### config.mk
export PLATFORM = sky130hd
export DESIGN_NAME = xbar_iq
export DESIGN_NICKNAME = d
export VERILOG_FILES = /design/src/rtl/xbar_iq.sv
export SDC_FILE = /design/constraint.sdc
export NUM_CORES = 1
export LEC_CHECK = 0
export ABC_CLOCK_PERIOD_IN_PS = 4900
export BUFFER_PORTS_ARGS = -buffer_cell sky130_fd_sc_hd__clkbuf_2
export CAP_MARGIN = 25
export CORE_ASPECT_RATIO = 1.5
export CORE_MARGIN = 2
export CORE_UTILIZATION = 54
export CTS_BUF_LIST = sky130_fd_sc_hd__clkbuf_8
export CTS_CLUSTER_DIAMETER = 30
export DETAILED_ROUTE_END_ITERATION = 7
export GPL_TIMING_DRIVEN = 0
export PLACE_DENSITY = 0.71
export SETUP_SLACK_MARGIN = 0.2
export SYNTH_ARGS = -nofsm -noshare
export SYNTH_HDL_FRONTEND = slang
export SYNTH_SLANG_ARGS = --single-unit
### constraint.sdc
create_clock -name clk -period 4.9 [get_ports clk]
set_input_delay 0.98 -clock clk [delete_from_list [all_inputs] [get_ports clk]]
set_output_delay 0.98 -clock clk [all_outputs]
set_load 0.01 [all_outputs]
### src/rtl/xbar_iq.sv
`timescale 1ns/1ps
module xbar_iq #(
  parameter int N     = 4,
  parameter int W     = 8,
  parameter int DEPTH = 8
) (
  input  logic                             clk,
  input  logic                             rst_n,
  input  logic [N-1:0]                     in_valid,
  input  logic [N*((N>1)?$clog2(N):1)-1:0] in_dest,
  input  logic [N*W-1:0]                   in_data,
  output logic [N-1:0]                     in_full,
  output logic [N-1:0]                     in_block,
  output logic [N-1:0]                     out_valid,
  output logic [N*W-1:0]                   out_data
);
  localparam int DW = (N > 1) ? $clog2(N) : 1;
  localparam int AW = (DEPTH > 1) ? $clog2(DEPTH) : 1;
  localparam int CW = $clog2(DEPTH + 1);
  localparam int EW = DW + W;

  logic [EW-1:0] mem [N][DEPTH];
  logic [AW-1:0] rp [N];
  logic [AW-1:0] wp [N];
  logic [CW-1:0] cnt [N];

  wire [N-1:0]    hv;
  wire [N-1:0]    push;
  wire [N-1:0]    pop;
  wire [N*DW-1:0] hdst_f;
  wire [N*W-1:0]  hdat_f;
  wire [N*CW-1:0] cnt_f;
  wire [N-1:0]    bar  [N];
  wire [N:0]      busy [N];
  logic [N*W-1:0] col_data;

  genvar i, j;
  generate
    for (i = 0; i < N; i++) begin : g_in
      assign hv[i]   = cnt[i] != '0;
      assign {hdst_f[i*DW +: DW], hdat_f[i*W +: W]} = mem[i][rp[i]];
      assign cnt_f[i*CW +: CW] = cnt[i];
      assign in_full[i]  = cnt[i] == CW'(DEPTH);
      assign push[i]     = in_valid[i] & ~in_full[i];
      assign pop[i]      = |bar[i];
      assign in_block[i] = hv[i] & ~pop[i];
    end
    for (j = 0; j < N; j++) begin : g_col
      assign busy[j][0] = 1'b0;
      for (i = 0; i < N; i++) begin : g_xp
        wire req = hv[i] && (hdst_f[i*DW +: DW] == DW'(j));
        assign bar[i][j]    = req & ~busy[j][i];
        assign busy[j][i+1] = busy[j][i] | req;
      end
    end
  endgenerate

  always_comb begin
    col_data = '0;
    for (int c = 0; c < N; c++)
      for (int r = 0; r < N; r++)
        if (bar[r][c]) col_data[c*W +: W] = col_data[c*W +: W] | hdat_f[r*W +: W];
  end

  always_ff @(posedge clk) begin
    for (int r = 0; r < N; r++)
      if (push[r]) mem[r][wp[r]] <= {in_dest[r*DW +: DW], in_data[r*W +: W]};
  end

  always_ff @(posedge clk) begin
    if (!rst_n) begin
      for (int r = 0; r < N; r++) begin
        rp[r]  <= '0;
        wp[r]  <= '0;
        cnt[r] <= '0;
      end
      out_valid <= '0;
      out_data  <= '0;
    end else begin
      for (int r = 0; r < N; r++) begin
        if (push[r]) wp[r] <= (wp[r] == AW'(DEPTH - 1)) ? '0 : wp[r] + 1'b1;
        if (pop[r])  rp[r] <= (rp[r] == AW'(DEPTH - 1)) ? '0 : rp[r] + 1'b1;
        cnt[r] <= cnt[r] + CW'(push[r]) - CW'(pop[r]);
      end
      for (int c = 0; c < N; c++) out_valid[c] <= busy[c][N];
      out_data <= col_data;
    end
  end
endmodule

* Word-level counts from Yosys, hierarchy flattened
Memory sizes are Yosys's and may differ from the RTL's. Cells that the tools add are included.
Storage, ports and cells: flip-flop bits (word level) 36, RAM bits 360, memories 4, bits of input ports 46, logic and storage cells 260
Cells by class: $add $sub $neg 16, eq/ne operators 24, magnitude comparators 12, mux-type cells 86, bitwise logic cells 84, reduce and logical (&&, ||, !) cells 32
Memory list:
- mem | words 4, bits a word 80, rd ports 4, clocked after memory_dff 0, write ports 4, line 22 | logic [EW-1:0] mem [N][DEPTH];
- cnt | words 4, bits a word 4, rd ports 4, clocked after memory_dff 0, write ports 4, line 25 | logic [CW-1:0] cnt [N];
- rp | words 4, bits a word 3, rd ports 4, clocked after memory_dff 0, write ports 4, line 23 | logic [AW-1:0] rp [N];
- wp | words 4, bits a word 3, rd ports 4, clocked after memory_dff 0, write ports 4, line 24 | logic [AW-1:0] wp [N];
Operator list (count):
- $mux W80 | 4
- $mux W8 | 16
- $bmux W10 S3 | 4
- $demux W10 S3 | 4
- $mux W10 | 12
- $or A8 B8 Y8 | 12
- $mux W3 | 16
- $ge A4 B4 Y1 const B | 8
- $not A3 Y4 | 8
- $mux W1 | 26
- $add A3 B1 Y3 const B | 8
- $eq A3 B3 Y1 const B | 8
- $or A1 B1 Y1 | 24
- $and A1 B1 Y1 | 20
- $logic_and A1 B1 Y1 | 20
- $not A1 Y1 | 20
- $add A4 B1 Y4 | 4
- $eq A2 B2 Y1 const B | 8
- $eq A4 B4 Y1 const B | 4
- $lt A4 B1 Y1 const B | 4
- $mux W4 | 4
- $reduce_bool A4 Y1 | 4
- $reduce_or A4 Y1 | 4
- $sub A4 B1 Y4 | 4
- other kinds (2) | 8

* Depth between registers and ports, before layout
An unclocked memory read counts as a cell.
word-level depth 16, depth in mapped cells 17, mapped depth without buffers 15

* Worst setup path after synthesis
No wires, ideal clock.
path kind register -> register, start mem rp[0][1] (netlist name), end mem cnt[2][2] (netlist name), library setup time 0.128 ns, slack 1.477 ns, period minus slack after synthesis 3.423 ns, path buffers 2, data arrival time 3.295 ns, stages on the path, launching flop included 15, cells stage by stage edfxtp_1 -> buf_2 -> mux4_2 -> mux2i_4 -> and3_1 -> buf_2 -> nor3_1 -> nor4_4 -> inv_1 -> ha_1 -> inv_1 -> ha_1 -> fa_1 -> xnor2_1 -> nor2_1
RTL lines (line):
- from (decl) | 23
- to (decl) | 25

==> flow_metrics.py <==
metrics = {
    "run_status": {
        "status": "finished, final reports clean",
    },
    "floorplanning": {
        "io_pins": 90,
        "die_w_um": 146,
        "die-height_um": 218,
        "initial_utilization_pct": 54.5,
        "core_um2": 30200,
        "placement_rows": 78,
        "dieArea_um2": 31900,
    },
    "sta": {
        "slew_violations": 0,
        "min_period_ns": 4.53,
        "clock_skew_ns": 0.0287,
        "max-slew-margin-rel_pct": 31.6,
        "timing_hold_violations_final": 0,
        "final_critical_path_setup_slack_ns": 0.373,
        "period_share_pct": 92.4,
        "maximum_clock_rate_mhz": 221,
        "worst-slew-pin-transition_ns": 1.02,
        "finalSetupViolations": 0,
        "setup_repair_after_global_routing_missed_its_margin": "false",
        "setup_tns_ns": 0,
    },
    "drt": {
        "detail_route.first_pass.iterations": 6,
        "post_route_antenna_net_violation_count": 0,
        "via_per_inst": 5.89,
        "routedLengthMet1_um": 14000,
        "met2RoutedLength_um": 19100,
        "vias": 9249,
        "dr_wl_met3_um": 1820,
        "drc": 0,
        "drt_iter0_markers": 657,
        "top_layer_used": "met4",
        "wl_per_cell_um": 22.9,
        "wirelength_um": 36100,
    },
    "clock_tree": {
        "worst_skew_pair.late_latency_ns": 0.62,
        "clock_slew_at_reported_path_ffs_ns": 0.07,
        "htree_levels": 2,
        "total_cts_buffers": 57,
        "maximum_count_of_clock_buffers_along_a_single_path": 3,
        "cts_tree": "built",
        "clkSinkCount": 396,
        "cts-root-buf": "sky130_fd_sc_hd__clkbuf_8",
        "holdBufCountCts": 0,
    },
    "cells_and_area": {
        "multi_input_comb_area_um2": 4770,
        "drive_above_1_share_pct": 30.0,
        "final-instance-count-excl-fill": 1571,
        "flow.area_growth_from_synthesis_pct": 14.5,
        "layout.nets": 1215,
        "num-fill-cells": 2146,
        "register_area_um2": 11400,
    },
    "global_routing": {
        "antenna_found_initial": 1,
        "grt_util_all_layers_pct": 23.1,
        "pin_count_of_the_biggest_net_entering_global_routing": 15,
        "via_count_of_the_first_global_routing_pass": 9580,
        "overflow": 0,
        "grt_pass1_wl_um": 55000,
    },
    "worst_setup_path": {
        "cp.required_ns": 3.92,
        "timing.critical_path.to_type": "primary output",
        "r2r_setup_slack_ns": 0.91,
        "timing.critical_path.fanout_max": 10,
        "worst_ep_arrival_time_ns": 3.55,
        "worst-setup-path-type": "reg2out",
        "worstPathCellList": "clkbuf_1 -> mux4_2 -> mux2i_4 -> nor3b_2 -> or4_1 -> buf_2 -> nand4_4 -> nor2_1 -> clkbuf_2",
        "cpPeakStageDelay_ns": 0.61,
        "critical-path-slowest-cell": "sky130_fd_sc_hd__clkbuf_1",
        "critical_path.startpoint_type": "register",
    },
    "placed_design": {
        "dp.final_hpwl_um": 25900,
        "dp_cells": 1463,
        "gp_congestion": 0.892,
        "placement.io_buffers": 88,
        "preCtsSetupSlack_ns": 0.897,
    },
    "logic_synthesis": {
        "synth-edff-count": 344,
        "synthFlopType": "sky130_fd_sc_hd__edfxtp_1",
        "synth_area_per_cell_um2": 17.3,
        "cell_taking_the_most_area_after_synthesis": "sky130_fd_sc_hd__edfxtp_1",
        "synth-seq-area-share_pct": 69.2,
        "ys_ff_latch": 396,
        "synth-warning-count": 0,
        "synth_top_area_share_pct": 62.8,
        "synthesis.area_um2": 16400,
        "unique_masters_post_synth": 54,
        "syn_nets": 1038,
        "async_flop_share_pct": 0,
        "postSynthCellCount": 948,
        "synthTopCellsByArea": "sky130_fd_sc_hd__edfxtp_1 63%, sky130_fd_sc_hd__mux4_2 10%, sky130_fd_sc_hd__dfxtp_1 6.3%",
    },
    "run": {
        "max_cap_viol_count": 0,
    },
    "power": {
        "total_leakage_power_uw": 0.00664,
        "comb_power_share_pct": 39.2,
        "internal_power_uw": 7200,
        "power.clock.fraction_pct": 21.9,
        "vdd.ir_drop.worst_uv": 285,
        "seq_power_share_pct": 38.9,
        "power.share.switching_pct": 35.0,
        "power_density_nw_per_um2": 588,
        "total_power_uw": 11100,
        "power.switching_uw": 3880,
    },
    "worst_hold_path": {
        "hold_crit_class": "in2reg",
    },
}
[cell families after synthesis]
family                   count (synthesis)  synth area share [%]
multiplexers                           124                  13.8
AO/OA/AOI/OAI                          115                  4.67
adder cells (fa/ha/maj)                 44                  3.53
AND/OR/NAND/NOR                        183                  6.19
XOR/XNOR                                10                 0.533
flip-flops                             396                  69.2
buffers and inverters                   75                  2.05
other                                    1                0.0228
[layout by cell type, fill, tap and decap left out, types with 3 or more instances in the layout]
cell                         n
sky130_fd_sc_hd__edfxtp_1  344
sky130_fd_sc_hd__clkbuf_2   88
sky130_fd_sc_hd__mux4_2     76
sky130_fd_sc_hd__clkbuf_8   66
sky130_fd_sc_hd__nor2_1     54
sky130_fd_sc_hd__dfxtp_1    52
sky130_fd_sc_hd__inv_1      51
sky130_fd_sc_hd__ha_1       40
sky130_fd_sc_hd__mux2_2     37
sky130_fd_sc_hd__o22ai_1    33
sky130_fd_sc_hd__a221oi_1   32
sky130_fd_sc_hd__o21ai_0    32
sky130_fd_sc_hd__buf_6      29
sky130_fd_sc_hd__nand2_1    23
sky130_fd_sc_hd__buf_2      20
sky130_fd_sc_hd__nand2b_1   18
sky130_fd_sc_hd__and2_1     17
sky130_fd_sc_hd__clkbuf_1   13
sky130_fd_sc_hd__nor3_1     12
sky130_fd_sc_hd__and3_1     11
sky130_fd_sc_hd__nor2b_1     8
sky130_fd_sc_hd__nor3_2      8
sky130_fd_sc_hd__mux2i_1     8
sky130_fd_sc_hd__clkinv_1    8
sky130_fd_sc_hd__xnor2_1     7
sky130_fd_sc_hd__buf_1       6
sky130_fd_sc_hd__buf_4       6
sky130_fd_sc_hd__a21oi_1     6
sky130_fd_sc_hd__nor4_1      4
sky130_fd_sc_hd__nor4b_1     4
sky130_fd_sc_hd__a21o_1      4
sky130_fd_sc_hd__fa_1        4
sky130_fd_sc_hd__clkinv_2    4
sky130_fd_sc_hd__mux2i_4     3
sky130_fd_sc_hd__or4_1       3
sky130_fd_sc_hd__nor3b_1     3
sky130_fd_sc_hd__xor2_1      3
[cells in the mapped netlist (3+ instances only)]
cell type	instances
sky130_fd_sc_hd__nor2b_1	8
sky130_fd_sc_hd__and2_1	17
sky130_fd_sc_hd__a221oi_1	32
sky130_fd_sc_hd__mux2i_1	8
sky130_fd_sc_hd__o21ai_0	32
sky130_fd_sc_hd__a21o_1	4
sky130_fd_sc_hd__buf_2	21
sky130_fd_sc_hd__and3_1	11
sky130_fd_sc_hd__o22ai_1	33
sky130_fd_sc_hd__a21oi_1	6
sky130_fd_sc_hd__inv_1	30
sky130_fd_sc_hd__clkbuf_1	13
sky130_fd_sc_hd__dfxtp_1	52
sky130_fd_sc_hd__xnor2_1	7
sky130_fd_sc_hd__mux4_2	76
sky130_fd_sc_hd__ha_1	40
sky130_fd_sc_hd__edfxtp_1	344
sky130_fd_sc_hd__nand2_1	23
sky130_fd_sc_hd__nor2_1	54
sky130_fd_sc_hd__nor4b_1	4
sky130_fd_sc_hd__mux2i_4	3
sky130_fd_sc_hd__buf_1	6
sky130_fd_sc_hd__nand2b_1	18
sky130_fd_sc_hd__nor3b_1	3
sky130_fd_sc_hd__nor4_1	4
sky130_fd_sc_hd__or4_1	3
sky130_fd_sc_hd__fa_1	4
sky130_fd_sc_hd__nor3_1	20
sky130_fd_sc_hd__xor2_1	3
sky130_fd_sc_hd__mux2_2	37
sky130_fd_sc_hd__buf_6	3
[power by group through the flow]
stage | registers, µW | clock network (µW) | logic [µW]
2_1_floorplan | 4350 | 0 | 2970
5_1_grt | 4340 | 2620 | 4720
4_1_cts | 4310 | 2480 | 4320
3_3_place_gp | 4370 | 0 | 4170
6_report | 4310 | 2430 | 4350
3_5_place_dp | 4380 | 0 | 4310
[layer usage]
metal	vias up	track usage, %
li1	4153	-
met1	4659	28.3
met2	339	41.0
met3	98	3.60
met4	0	9.45
met5	-	0
[flip-flops by register name, indices dropped and copies added, names as in the netlist]
register and count:
mem 320, out_data 32, cnt 16, rp 12
wp 12, out_valid 4
[per-stage QoR]
stage / area, µm² / util (%) / hold WS (ns)
after floorplan: 16400 / - / 0.609
after global placement: 17400 / 57.6 / 0.629
after detailed placement: 17700 / 58.8 / 0.646
after CTS: 18800 / 62.3 / 0.596
after global routing: 18800 / 62.4 / 0.626
final: 18800 / 62.4 / 0.638
[worst paths after layout]
kind	from	end	cells after the start
setup / recovery	rp[0][4]$_SDFFCE_PP0P_	in_block[3]	9
hold / removal	in_data[30]	mem[3][26]$_DFFE_PP_	1
setup reg to reg	rp[0][4]$_SDFFCE_PP0P_	cnt[3][2]$_SDFF_PN0_	14
hold reg to reg	cnt[0][3]$_SDFF_PN0_	cnt[0][3]$_SDFF_PN0_	4
[critical path: cells and delay by family, from the launching register on]
| kind | cells | cell delay, ns |
|---|---|---|
| buf+inv | 3 | 0.96 |
| simple gates | 4 | 0.85 |
| mux | 2 | 0.76 |
| flops | 1 | 0.35 |
[final cells by class]
cell class,count,share of cell area [%]
Clock buffer,66,4.82
Sequential cell,396,60.4
Multi-Input combinational cell,477,25.4
Inverter,30,0.598
Tap cell,400,2.66
Buffer,45,1.21
Clock inverter,38,0.890
Antenna cell,1,0.0133
Timing Repair Buffer,118,4.05
[what timing repair did]
item / CTS / global route
resized for setup: 0 / 1
setup endpoints to repair: 0 / 1
buffers inserted: 0 / 1
Note: power is estimated with default switching activity, not from simulation.
